**src/rtl/scl_div_pkg.sv**
```systemverilog
package scl_div_pkg;

  // Phase offsets added to each programmed count, selected by prescaler value
  localparam int unsigned OFS_PSC_ZERO = 7;
  localparam int unsigned OFS_PSC_ONE  = 6;
  localparam int unsigned OFS_PSC_MORE = 5;

  // Strobes from control to datapath
  typedef struct packed {
    logic hold;      // divider idle: load settings, clear counters
    logic tick;      // module-clock enable this cycle
    logic phaseHigh; // current phase is the high phase
  } sclStrobe_t;

endpackage

```
**src/rtl/scl_div_dpath.sv**
```systemverilog
module scl_div_dpath
  import scl_div_pkg::*;
#(
  parameter int unsigned REG_W = 16
) (
  input  logic             clk,
  input  logic             rstN,
  input  sclStrobe_t       strb,
  input  logic [REG_W-1:0] pscIn,
  input  logic [REG_W-1:0] lowIn,
  input  logic [REG_W-1:0] highIn,
  output logic [REG_W-1:0] pscHeld,
  output logic             phaseDone
);

  localparam int unsigned LEN_W = REG_W + 1;
  localparam int unsigned NUM_PHASES = 2;

  logic [LEN_W-1:0] offset;
  logic [NUM_PHASES-1:0][REG_W-1:0] countIn;
  logic [NUM_PHASES-1:0][LEN_W-1:0] lenHeld;
  logic [LEN_W-1:0] curLen;
  logic [LEN_W-1:0] phaseCnt;

  // Offset chosen from the prescaler value being loaded
  always_comb begin
    if (pscIn == '0)
      offset = LEN_W'(OFS_PSC_ZERO);
    else if (pscIn == REG_W'(1))
      offset = LEN_W'(OFS_PSC_ONE);
    else
      offset = LEN_W'(OFS_PSC_MORE);
  end

  assign countIn[0] = lowIn;
  assign countIn[1] = highIn;

  // One length register per phase, loaded while idle
  for (genvar g = 0; g < NUM_PHASES; g++) begin : g_phaseLen
    logic [LEN_W-1:0] lenQ;
    always_ff @(posedge clk or negedge rstN) begin
      if (!rstN)
        lenQ <= '0;
      else if (strb.hold)
        lenQ <= LEN_W'(countIn[g]) + offset;
    end
    assign lenHeld[g] = lenQ;
  end

  always_ff @(posedge clk or negedge rstN) begin
    if (!rstN)
      pscHeld <= '0;
    else if (strb.hold)
      pscHeld <= pscIn;
  end

  assign curLen    = strb.phaseHigh ? lenHeld[1] : lenHeld[0];
  assign phaseDone = strb.tick && (phaseCnt == curLen - LEN_W'(1));

  always_ff @(posedge clk or negedge rstN) begin
    if (!rstN)
      phaseCnt <= '0;
    else if (strb.hold)
      phaseCnt <= '0;
    else if (strb.tick)
      phaseCnt <= phaseDone ? '0 : phaseCnt + LEN_W'(1);
  end

  // Loaded lengths always include at least the smallest offset
  assert_len_floor_R6: assert property (@(posedge clk) disable iff (!rstN)
    !strb.hold |-> (lenHeld[0] >= LEN_W'(OFS_PSC_MORE)) && (lenHeld[1] >= LEN_W'(OFS_PSC_MORE)));

  // Phase counter never reaches the active phase length
  assert_cnt_bound_R2: assert property (@(posedge clk) disable iff (!rstN)
    !strb.hold |-> phaseCnt < curLen);

  // Settings frozen during a run
  assert_cfg_frozen_R8: assert property (@(posedge clk) disable iff (!rstN)
    (!strb.hold && !$past(strb.hold)) |-> ($stable(pscHeld) && $stable(lenHeld)));

endmodule

```
**src/rtl/scl_div_ctrl.sv**
```systemverilog
module scl_div_ctrl
  import scl_div_pkg::*;
#(
  parameter int unsigned REG_W = 16
) (
  input  logic             clk,
  input  logic             rstN,
  input  logic             enable,
  input  logic [REG_W-1:0] pscHeld,
  input  logic             phaseDone,
  output sclStrobe_t       strb,
  output logic             scl,
  output logic             sclPhase,
  output logic             tick
);

  logic             running;
  logic [REG_W-1:0] preCnt;
  logic             phaseHigh;
  logic             preWrap;

  always_ff @(posedge clk or negedge rstN) begin
    if (!rstN)
      running <= 1'b0;
    else
      running <= enable;
  end

  // Prescaler: wraps after pscHeld+1 cycles
  assign preWrap = running && (preCnt == pscHeld);

  always_ff @(posedge clk or negedge rstN) begin
    if (!rstN)
      preCnt <= '0;
    else if (!running || preWrap)
      preCnt <= '0;
    else
      preCnt <= preCnt + REG_W'(1);
  end

  // Phase flag: low first, toggles at end of each phase
  always_ff @(posedge clk or negedge rstN) begin
    if (!rstN)
      phaseHigh <= 1'b0;
    else if (!running)
      phaseHigh <= 1'b0;
    else if (phaseDone)
      phaseHigh <= ~phaseHigh;
  end

  assign strb.hold      = !running;
  assign strb.tick      = preWrap;
  assign strb.phaseHigh = phaseHigh;

  assign tick     = preWrap;
  assign sclPhase = running && phaseHigh;
  assign scl      = !running || phaseHigh;

  // Idle input forces a resting bus clock
  assert_hold_idle_R1: assert property (@(posedge clk) disable iff (!rstN)
    !enable |=> (scl && !tick && !sclPhase));

  // Prescaler stays inside its window
  assert_pre_bound_R7: assert property (@(posedge clk) disable iff (!rstN)
    running |-> preCnt <= pscHeld);

  // Phase changes only when the datapath reports a phase end
  assert_flip_on_done_R3: assert property (@(posedge clk) disable iff (!rstN)
    (running && $past(running) && (phaseHigh != $past(phaseHigh))) |-> $past(phaseDone));

  // A run begins at the start of a prescaler window
  assert_start_clean_R2: assert property (@(posedge clk) disable iff (!rstN)
    $rose(running) |-> (preCnt == '0));

endmodule

```
**src/rtl/scl_div_gen.sv**
```systemverilog
module scl_div_gen
  import scl_div_pkg::*;
#(
  parameter int unsigned REG_W = 16
) (
  input  logic             clk,
  input  logic             rstN,
  input  logic             enable,
  input  logic [REG_W-1:0] pscIn,
  input  logic [REG_W-1:0] lowIn,
  input  logic [REG_W-1:0] highIn,
  output logic             scl,
  output logic             sclPhase,
  output logic             tick
);

  sclStrobe_t       strb;
  logic [REG_W-1:0] pscHeld;
  logic             phaseDone;

  scl_div_ctrl #(.REG_W(REG_W)) ctrl_i (
    .clk       (clk),
    .rstN      (rstN),
    .enable    (enable),
    .pscHeld   (pscHeld),
    .phaseDone (phaseDone),
    .strb      (strb),
    .scl       (scl),
    .sclPhase  (sclPhase),
    .tick      (tick)
  );

  scl_div_dpath #(.REG_W(REG_W)) dpath_i (
    .clk       (clk),
    .rstN      (rstN),
    .strb      (strb),
    .pscIn     (pscIn),
    .lowIn     (lowIn),
    .highIn    (highIn),
    .pscHeld   (pscHeld),
    .phaseDone (phaseDone)
  );

endmodule

```
**config.mk**
```make
export PLATFORM = sky130hd
export DESIGN_NAME = scl_div_gen
export DESIGN_NICKNAME = d
export VERILOG_FILES = /design/src/rtl/scl_div_pkg.sv /design/src/rtl/scl_div_dpath.sv /design/src/rtl/scl_div_ctrl.sv /design/src/rtl/scl_div_gen.sv
export SDC_FILE = /design/constraint.sdc
export NUM_CORES = 1
export LEC_CHECK = 0
export BUFFER_PORTS_ARGS = -buffer_cell sky130_fd_sc_hd__buf_2
export CAP_MARGIN = 15
export CELL_PAD_IN_SITES_DETAIL_PLACEMENT = 0
export CELL_PAD_IN_SITES_GLOBAL_PLACEMENT = 1
export CORE_UTILIZATION = 30
export CTS_BUF_LIST = sky130_fd_sc_hd__clkbuf_8 sky130_fd_sc_hd__clkbuf_16
export CTS_CLUSTER_DIAMETER = 30
export DETAILED_ROUTE_END_ITERATION = 16
export PLACE_DENSITY_LB_ADDON = 0.2
export SETUP_SLACK_MARGIN = 0.2
export SLEW_MARGIN = 5
export SYNTH_ARGS = -nofsm -noshare
export SYNTH_HDL_FRONTEND = slang
export SYNTH_HIERARCHICAL = 1
export SYNTH_SLANG_ARGS = --single-unit
```
**constraint.sdc**
```tcl
create_clock -name clk -period 12.05 [get_ports clk]
set_clock_uncertainty 0.15 [all_clocks]
set_input_delay 1.8075 -clock clk [delete_from_list [all_inputs] [get_ports clk]]
set_output_delay 1.8075 -clock clk [all_outputs]
set_load 0.02 [all_outputs]
```
# ---- After elaboration in Yosys (flattened, before gate mapping)
# Index checks and enable logic that the tools add are counted.
# Widths: inputs -> output; s select.
dict set report word_totals {
  wordCells 34
  out_inout_bits 3
  reg_bits 85
  inputBits 51
}
dict set report op_classes {
  n_reduce_logical 7
  bitwise 1
  n_addsub 5
  n_eq_ne 5
  n_mux 9
}
# op n
set ops {}
lappend ops {{$mux 17} 4}
lappend ops {{$add 16x17->17} 2}
lappend ops {{$add 17x1->17 const B} 1}
lappend ops {{$eq 17x17->1} 1}
lappend ops {{$sub 17x1->17 const B} 1}
lappend ops {{$add 16x1->16 const B} 1}
lappend ops {{$eq 16x1->1 const B} 1}
lappend ops {{$eq 16x16->1} 1}
lappend ops {{$logic_not 16->1} 1}
lappend ops {{$mux 16} 1}
lappend ops {{$mux 2} 2}
lappend ops {{$logic_and 1x1->1} 3}
lappend ops {{$logic_or 1x1->1} 2}
lappend ops {{$mux 1} 2}
lappend ops {{$ne 2x1->1 const B} 1}
lappend ops {{$ne 2x2->1 const B} 1}
lappend ops {{$logic_not 1->1} 1}
lappend ops {{$not 1->1} 1}

# ---- Logic depth before layout (Yosys ltp)
# Gate-level depths: netlist of run 1.
dict set report depth {
  depth_word 7
  depth_mapped 15
}

# ---- Cells and area by module
# The synthesis of run 1 kept the hierarchy.
# mod instances area_each_um2 cells_per_inst
set by_module_without_submodules {}
lappend by_module_without_submodules {scl_div_dpath 1 4291.6 446}
lappend by_module_without_submodules {scl_div_ctrl 1 1059.8 107}

# ---- Least setup slack after synthesis of run 1
# OpenSTA, ideal clock, no wires.
dict set report synth_path {
  path_kind {input to register}
  startpoint {input pscIn[15]}
  endpoint {register dpath_i.g_phaseLen[1].lenQ[14]}
  required_ps 11763
  path_slack_ps 7931
  path_stages 11
  arrival_ps 3832
  n_path_buf 1
  cell_sequence {nor4_1 > and4_1 > nand2_1 > ha_1 > fa_1 > or2_2 > clkbuf_1 > nand2b_1 > nor2_1 > xnor2_1 > a21oi_1}
}
dict set report synth_between {
  elab_chain_cells 4
  word_cells_on_any_way 5
  classes_between {1 x add/sub; 1 x eq/ne; 2 x mux; 1 x reduce/logical}
}
# item line
set synth_rtl {}
lappend synth_rtl {{start: declaration} scl_div_gen.sv:9} ;# input logic [REG_W-1:0] pscIn,
lappend synth_rtl {{$eq 16x1->1} scl_div_dpath.sv:29} ;# else if (pscIn == REG_W'(1))
lappend synth_rtl {{$mux 2} scl_div_dpath.sv:29}
lappend synth_rtl {{$mux 2 *} scl_div_dpath.sv:27} ;# if (pscIn == '0)
lappend synth_rtl {{$add 16x17->17 *} scl_div_dpath.sv:45} ;# lenQ <= LEN_W'(countIn[g]) + offset;
lappend synth_rtl {{end signal: assignment} scl_div_dpath.sv:45}
lappend synth_rtl {{end: declaration} scl_div_dpath.sv:40} ;# logic [LEN_W-1:0] lenQ;
# Every way passes the cells marked *; elsewhere a longest branch is shown, timed or not.
# A chain may end at the register's enable or synchronous reset.

# ---- Worst setup path after layout of run 1
dict set report layout_path {
  startpoint {register ctrl_i.phaseHigh}
  endpoint {register dpath_i.phaseCnt[15]}
}
dict set report layout_between {
  elab_chain_cells 7
}
# item line
set layout_rtl {}
lappend layout_rtl {{start: declaration} scl_div_ctrl.sv:19} ;# logic phaseHigh;
lappend layout_rtl {{start signal: assignment} scl_div_ctrl.sv:48} ;# phaseHigh <= ~phaseHigh;
lappend layout_rtl {{$mux 17} scl_div_dpath.sv:57} ;# assign curLen = strb.phaseHigh ? lenHeld[1] : lenHeld[0];
lappend layout_rtl {{$sub 17x1->17} scl_div_dpath.sv:58} ;# assign phaseDone = strb.tick && (phaseCnt == curLen - LEN_W'(1));
lappend layout_rtl {{$eq 17x17->1} scl_div_dpath.sv:58}
lappend layout_rtl {{$logic_and 1x1->1} scl_div_dpath.sv:58}
lappend layout_rtl {{$mux 17} scl_div_dpath.sv:66} ;# phaseCnt <= phaseDone ? '0 : phaseCnt + LEN_W'(1);
lappend layout_rtl {{$mux 17} scl_div_dpath.sv:65} ;# else if (strb.tick)
lappend layout_rtl {{$mux 17} scl_div_dpath.sv:63} ;# else if (strb.hold)
lappend layout_rtl {{end signal: assignment} scl_div_dpath.sv:66}
lappend layout_rtl {{end: declaration} scl_div_dpath.sv:23} ;# logic [LEN_W-1:0] phaseCnt;
# Every way passes these cells. The select of a mux whose other input is x is not followed.

==> impl_metrics.toml, run 1 <==
[global_routing]
grt_util_all_layers_pct = 15.44
grt_pass1_wl_um = 21710
grt_start_max_net_pins = 81
grt_pass1_vias = 4048
overflow = 0
antenna_found_initial = 0

[yosys]
yosys.area_share.simple_pct = 21.02
synth_cell_types = 61
yosys.area_share.adder_pct = 2.385
synthTopCellsByArea = "dfrtp_1 40%, xnor2_1 8.8%, xor2_1 6.1%"
synth_commonest_cells = "85 x dfrtp_1, 72 x nor2_1, 54 x xnor2_1"
synth_most_common_cell = "dfrtp_1"
async_reset_ff_share_pct = 100.0
synth_top_area_share_pct = 39.75
synth_top_family_by_area = "simple AND/OR/NAND/NOR gates"
synth_edf_count = 0
synth_fp_nets = 613
syn-cell-area_um2 = 5351
synth_seq_area_share_pct = 39.75
synth_compound_area_share_pct = 10.01
muxShareOfSynthArea_pct = 8.487
yosysWarnings = 6
synth_top_area_cell = "dfrtp_1"
synth_xor_area_share_pct = 15.20
synth_ff_type = "dfrtp_1"
syn_inst = 553
syn-mean-instance-area_um2 = 9.677
synth-seq-cells = 85

[sta]
tightest_slew_ns = 0.9542
max_freq_ghz = 0.2226
fin_crit_ns = 4.492
fin_tns_setup_ns = 0
setup_viol = 0
slew_violations = 0
period_share_pct = 37.28
slew-limit-headroom_pct = 36.17
final-hold-violation-count = 0
rsz0062_at_grt = "false"

[power_and_ir_drop]
power_frac_clock_pct = 42.5
seqPwrFrac_pct = 44.7
swShare_pct = 26.87
p_sw_w = 0.0001947
ir_drop_mv = 0.07679
p_leak_nw = 2.372
pwr-share-comb_pct = 12.8
power_density_nw_per_um2 = 118.1
p_total_w = 0.0007246
p_int_w = 0.0005299

[cts]
clkTransAtPathRegs_ns = 0.06
clkLatencyLatePin_ns = 0.35
clk_path_buf_depth = 2
cts_buffers = 9
ctsRootBufferMaster = "clkbuf_16"
cts_hold_buf = 0
cts_tree = "built"
htreeDepth = 3
cts.sinks = 85
cts_setup_buffers = 0
ctsResizeCount = 0

[detailed_routing]
first_pass_iters = 7
via_per_inst = 4.987
routedWlPerCell_um = 15.93
postRouteWirelength_um = 13170
via_count = 4124
ant_nets = 0
drc_errors = 0
drt_iter0_markers = 160

[floorplanning]
die_h_um = 135.6
rows = 48
die_w_um = 135.6
die_area_um2 = 18380
ios = 54
coreArea_um2 = 17360
initial_core_util_pct = 30.83

[hold_path]
min_path_type = "flip-flop to flip-flop"
hold_depth = 2
hp-start = "dpath_i/g_phaseLen[1].lenQ[16]"
holdPathEnd = "dpath_i/g_phaseLen[1].lenQ[16]"

[setup_path]
timing_worst_setup_path_type = "flip-flop to flip-flop"
critPathLaunchType = "flip-flop"
reg2reg_from = "ctrl_i/phaseHigh"
r2r_cells = 11
reg2reg_slack_ns = 7.56
crit_start = "ctrl_i/phaseHigh"
end_kind = "flip-flop"
worstPathArrival_ns = 4.57
worstPathMaxFanout = 44
r2r-end = "dpath_i/phaseCnt[15]"
required_ns = 12.13

[flow_run]
drv_cap = 0

[finish]
layout.nets = 657
diodes = 0
drive_gt1_share_pct = 19.27
fillers = 1772
synthToLayoutAreaGrowth_pct = 14.68

[placement]
place_hpwl_um = 9804
routabilityCongestion = 0.7623
io_buffers = 53

[status]
outcome = "finished clean"
## cell type report
class	instances	area [um2]	area share, %
Clock buffer	9	225.2	3.670
Clock inverter	7	98.84	1.611
Inverter	10	37.54	0.6116
Multi-Input combinational cell	433	3062	49.89
Sequential cell	85	2127	34.66
Tap cell	225	281.5	4.587
Timing Repair Buffer	58	305.3	4.975
## layout by cell type, fill, tap and decap left out, types with 3 or more instances in the layout
cell type,instances
dfrtp_1,85
nor2_1,72
xnor2_1,54
buf_2,52
xor2_1,37
a21oi_1,34
nand2_1,28
mux2_2,27
nand3_1,21
nand4_1,19
mux2i_1,15
nor4_1,12
and3_1,12
o21ai_0,11
inv_1,10
nor3_1,10
clkbuf_16,9
ha_1,7
nand2b_1,6
buf_4,6
or3_1,4
and2_1,3
and4_1,3
nor4b_1,3
or4b_1,3
nand3b_1,3
a211oi_1,3
a211o_1,3
## power groups by stage
stage	combinational (W)	sequential, W	clock [W]
6_report	0.0000931	0.000324	0.000308
5_1_grt	0.000105	0.000327	0.000330
4_1_cts	0.0000948	0.000324	0.000318
3_5_place_dp	0.0000942	0.000330	0
3_3_place_gp	0.0000928	0.000329	0
2_1_floorplan	0.0000641	0.000321	0
## layer usage
metal	wire length, um	global-route usage [%]	up-vias
li1	-	-	2063
met1	6472	21.17	1994
met2	6149	23.98	53
met3	320	3.068	14
met4	231	5.493	0
met5	0	0	-
## critical path, stage by stage, from the launching register on
cell and delay, ns:
dfrtp_1 0.32, buf_4 0.41, mux2i_1 0.39, ha_1 0.25, nor4bb_1 0.46, o21a_1 0.44, a21oi_1 0.12, nor4_1 0.23
nand4_1 0.22, o41ai_4 0.93, nor3_1 0.11, a211o_1 0.30
## per-stage QoR
step	hold WS [ns]	instance area, um2	setup WS [ns]	cells	util (%)
floorplan	0.3344	5351	7.931	553	-
global placement	0.3642	5813	7.553	811	33.49
CTS	0.3830	6137	7.557	827	35.36
global route	0.3949	6137	7.080	827	35.36
detailed placement	0.3691	5813	7.527	811	33.49
finish	0.3725	6137	7.558	827	35.36
## worst max-delay path by stage
stage	depth (start not counted)	end	slack (ns)
after CTS	11	dpath_i/phaseCnt[15]	7.56
after global placement	11	dpath_i/g_phaseLen[1].lenQ[14]	7.55
after detailed placement	11	dpath_i/g_phaseLen[1].lenQ[14]	7.53
final	11	dpath_i/phaseCnt[15]	7.56
after global routing	11	dpath_i/phaseCnt[15]	7.08
after floorplan	11	dpath_i/g_phaseLen[1].lenQ[14]	7.93
## cell families (layout without fill, tap and decap cells)
kind of cell               count (synthesis)  after routing
xor gates and xnor gates                  92             92
and+or+nand+nor                          214            214
DFF                                       85             85
muxes                                     42             42
buffers and inverters                     35             84
adders and majority gates                  9              9
AOI/OAI and AO/OA                         76             76
## state kept, by name, summed over array words and instances, names as in the netlist
signal	cells
dpath_i/phaseCnt	17
ctrl_i/running	1
dpath_i/g_phaseLen.lenQ	34
ctrl_i/preCnt	16
ctrl_i/phaseHigh	1
dpath_i/pscHeld	16
Power figures use the tool's default switching activity.
==> inputs of run 2 (changes only) <==
==> constraint.sdc (replaced) <==
create_clock -name clk -period 4.58 [get_ports clk]
set_clock_uncertainty 0.15 [all_clocks]
set_input_delay 0.687 -clock clk [delete_from_list [all_inputs] [get_ports clk]]
set_output_delay 0.687 -clock clk [all_outputs]
set_load 0.02 [all_outputs]
==> impl_metrics.toml, run 2 (synthesis results as in run 1) <==
[finish]
final_core_utilization_pct = 35.42
synthToLayoutAreaGrowth_pct = 14.87
layout.nets = 659
top_regs = "dpath_i/g_phaseLen.lenQ x34, dpath_i/phaseCnt x17"
diodes = 0
multi_input_area_um2 = 3062
fillers = 1785
final_common_cell = "dfrtp_1"
ff_latch_area_um2 = 2128
drive_gt1_share_pct = 19.87
largest_reg_flops = 34
layout.cells.non_filler = 829
regMostFlops = "dpath_i/g_phaseLen.lenQ"
final_cell_mix = "84 x dfrtp_1, 72 x nor2_1, 54 x xnor2_1, 52 x buf_2, 37 x xor2_1"

[setup_path]
end_kind = "flip-flop"
timing_worst_setup_path_type = "flip-flop to flip-flop"
crit_top_cell = "or4b_1"
critPathLaunchType = "flip-flop"
worstPathMaxFanout = 16
required_ns = 4.69
cpPeakStageDelay_ns = 0.54
worstPathArrival_ns = 4.04
path_cells = "mux2i_1 -> ha_1 -> nor4b_1 -> o21ai_0 -> or4b_1 -> nand3b_1 -> a21boi_1 -> nor4_1 -> or4b_1 -> a31oi_1"
slowest_stage = "dfrtp_2"
r2r_cells = 10

[status]
outcome = "finished clean"

[detailed_routing]
postRouteWirelength_um = 13210
first_pass_iters = 6
ant_nets = 0
via_count = 4207
routedWlPerCell_um = 15.94
drc_errors = 0
via_per_inst = 5.075
drt_iter0_markers = 245

[power_and_ir_drop]
swShare_pct = 28.10
p_int_w = 0.001351
power_density_nw_per_um2 = 305.6
p_sw_w = 0.0005278
power_frac_clock_pct = 41.6
pwr-share-comb_pct = 13.1
ir_drop_mv = 0.2281
seqPwrFrac_pct = 45.3
p_leak_nw = 2.380

[placement]
place_inst = 813
io_buffers = 53
place_hpwl_um = 10050
routabilityCongestion = 0.7886

[sta]
slew-limit-headroom_pct = 39.07
setup_viol = 0
rsz0062_at_grt = "false"
max_freq_ghz = 0.2545
fin_crit_ns = 3.930
slew_violations = 0
fin_tns_setup_ns = 0
final-hold-violation-count = 0
tightest_slew_ns = 0.9108
period_share_pct = 85.80

[cts]
cts_hold_buf = 0
htreeDepth = 3
cts_setup_buffers = 0
cts_buffers = 9
cts_tree = "built"
ctsRootBufferMaster = "clkbuf_16"
clkTransAtPathRegs_ns = 0.07
ctsResizeCount = 0
cts.sinks = 85
clkLatencyLatePin_ns = 0.36
clk_path_buf_depth = 2

[floorplanning]
die_area_um2 = 18380
rows = 48
ios = 54
die_h_um = 135.6
coreArea_um2 = 17360
die_w_um = 135.6
initial_core_util_pct = 30.83

[global_routing]
grt_start_max_net_pins = 81
overflow = 0
antenna_found_initial = 0
grt_pass1_vias = 4280
grt_util_all_layers_pct = 15.75
grt_pass1_wl_um = 22470

[hold_path]
min_path_type = "input pin to async pin"

[flow_run]
drv_cap = 0
run 2: worst paths after layout:
kind                                     from              endpoint  slack, ns
setup / recovery             ctrl_i/phaseHigh  dpath_i/phaseCnt[16]       0.65
hold / removal                           rstN      ctrl_i/preCnt[6]       0.22
setup reg to reg             ctrl_i/phaseHigh  dpath_i/phaseCnt[16]       0.65
hold reg to reg            dpath_i/pscHeld[7]    dpath_i/pscHeld[7]       0.38
max in group asynchronous                rstN      ctrl_i/phaseHigh       3.13
min in group clk                       enable        ctrl_i/running       0.29
run 2: area by class of cell:
class	instances	area share, %
timing repair buffer	60	5.211
clock inverter	7	1.506
sequential	85	34.62
multi-input combinational	433	49.81
inverter	10	0.6106
tap	225	4.580
clock buffer	9	3.664
run 2: routing by layer:
layer  GRT usage, %  up-vias  part of all wire, %
li1               -     2075                    -
met1          21.21     2053                   48
met2          25.51       64                   48
met3          2.955       15                  2.9
met4          4.557        0                  1.6
met5              0        -                    0
run 2: per-stage QoR:
stage          power (W)  hold WS, ns  area, um2  setup slack (ns)
3_5_place_dp    0.001117       0.3703       5828            0.6075
3_3_place_gp    0.001112       0.3686       5828            0.7290
5_1_grt         0.001977       0.2692       6147            0.3533
6_report        0.001879       0.2152       6147            0.6502
2_1_floorplan   0.001013       0.2414       5351            0.6464
4_1_cts         0.001918       0.2454       6146            0.5464
run 2: power by group through the flow:
stage / clock network [W] / logic (W) / registers (W)
2_1_floorplan: 0 / 0.000169 / 0.000845
3_3_place_gp: 0 / 0.000245 / 0.000867
3_5_place_dp: 0 / 0.000250 / 0.000867
4_1_cts: 0.000815 / 0.000251 / 0.000852
5_1_grt: 0.000839 / 0.000278 / 0.000860
6_report: 0.000781 / 0.000246 / 0.000851
run 2: worst max-delay path, delay by kind of cell (launching register included):
family	cells	cell delay (ns)
mux	1	0.35
compound gates	3	0.79
fa+ha+maj	1	0.25
simple gates	5	1.75
flops	1	0.54
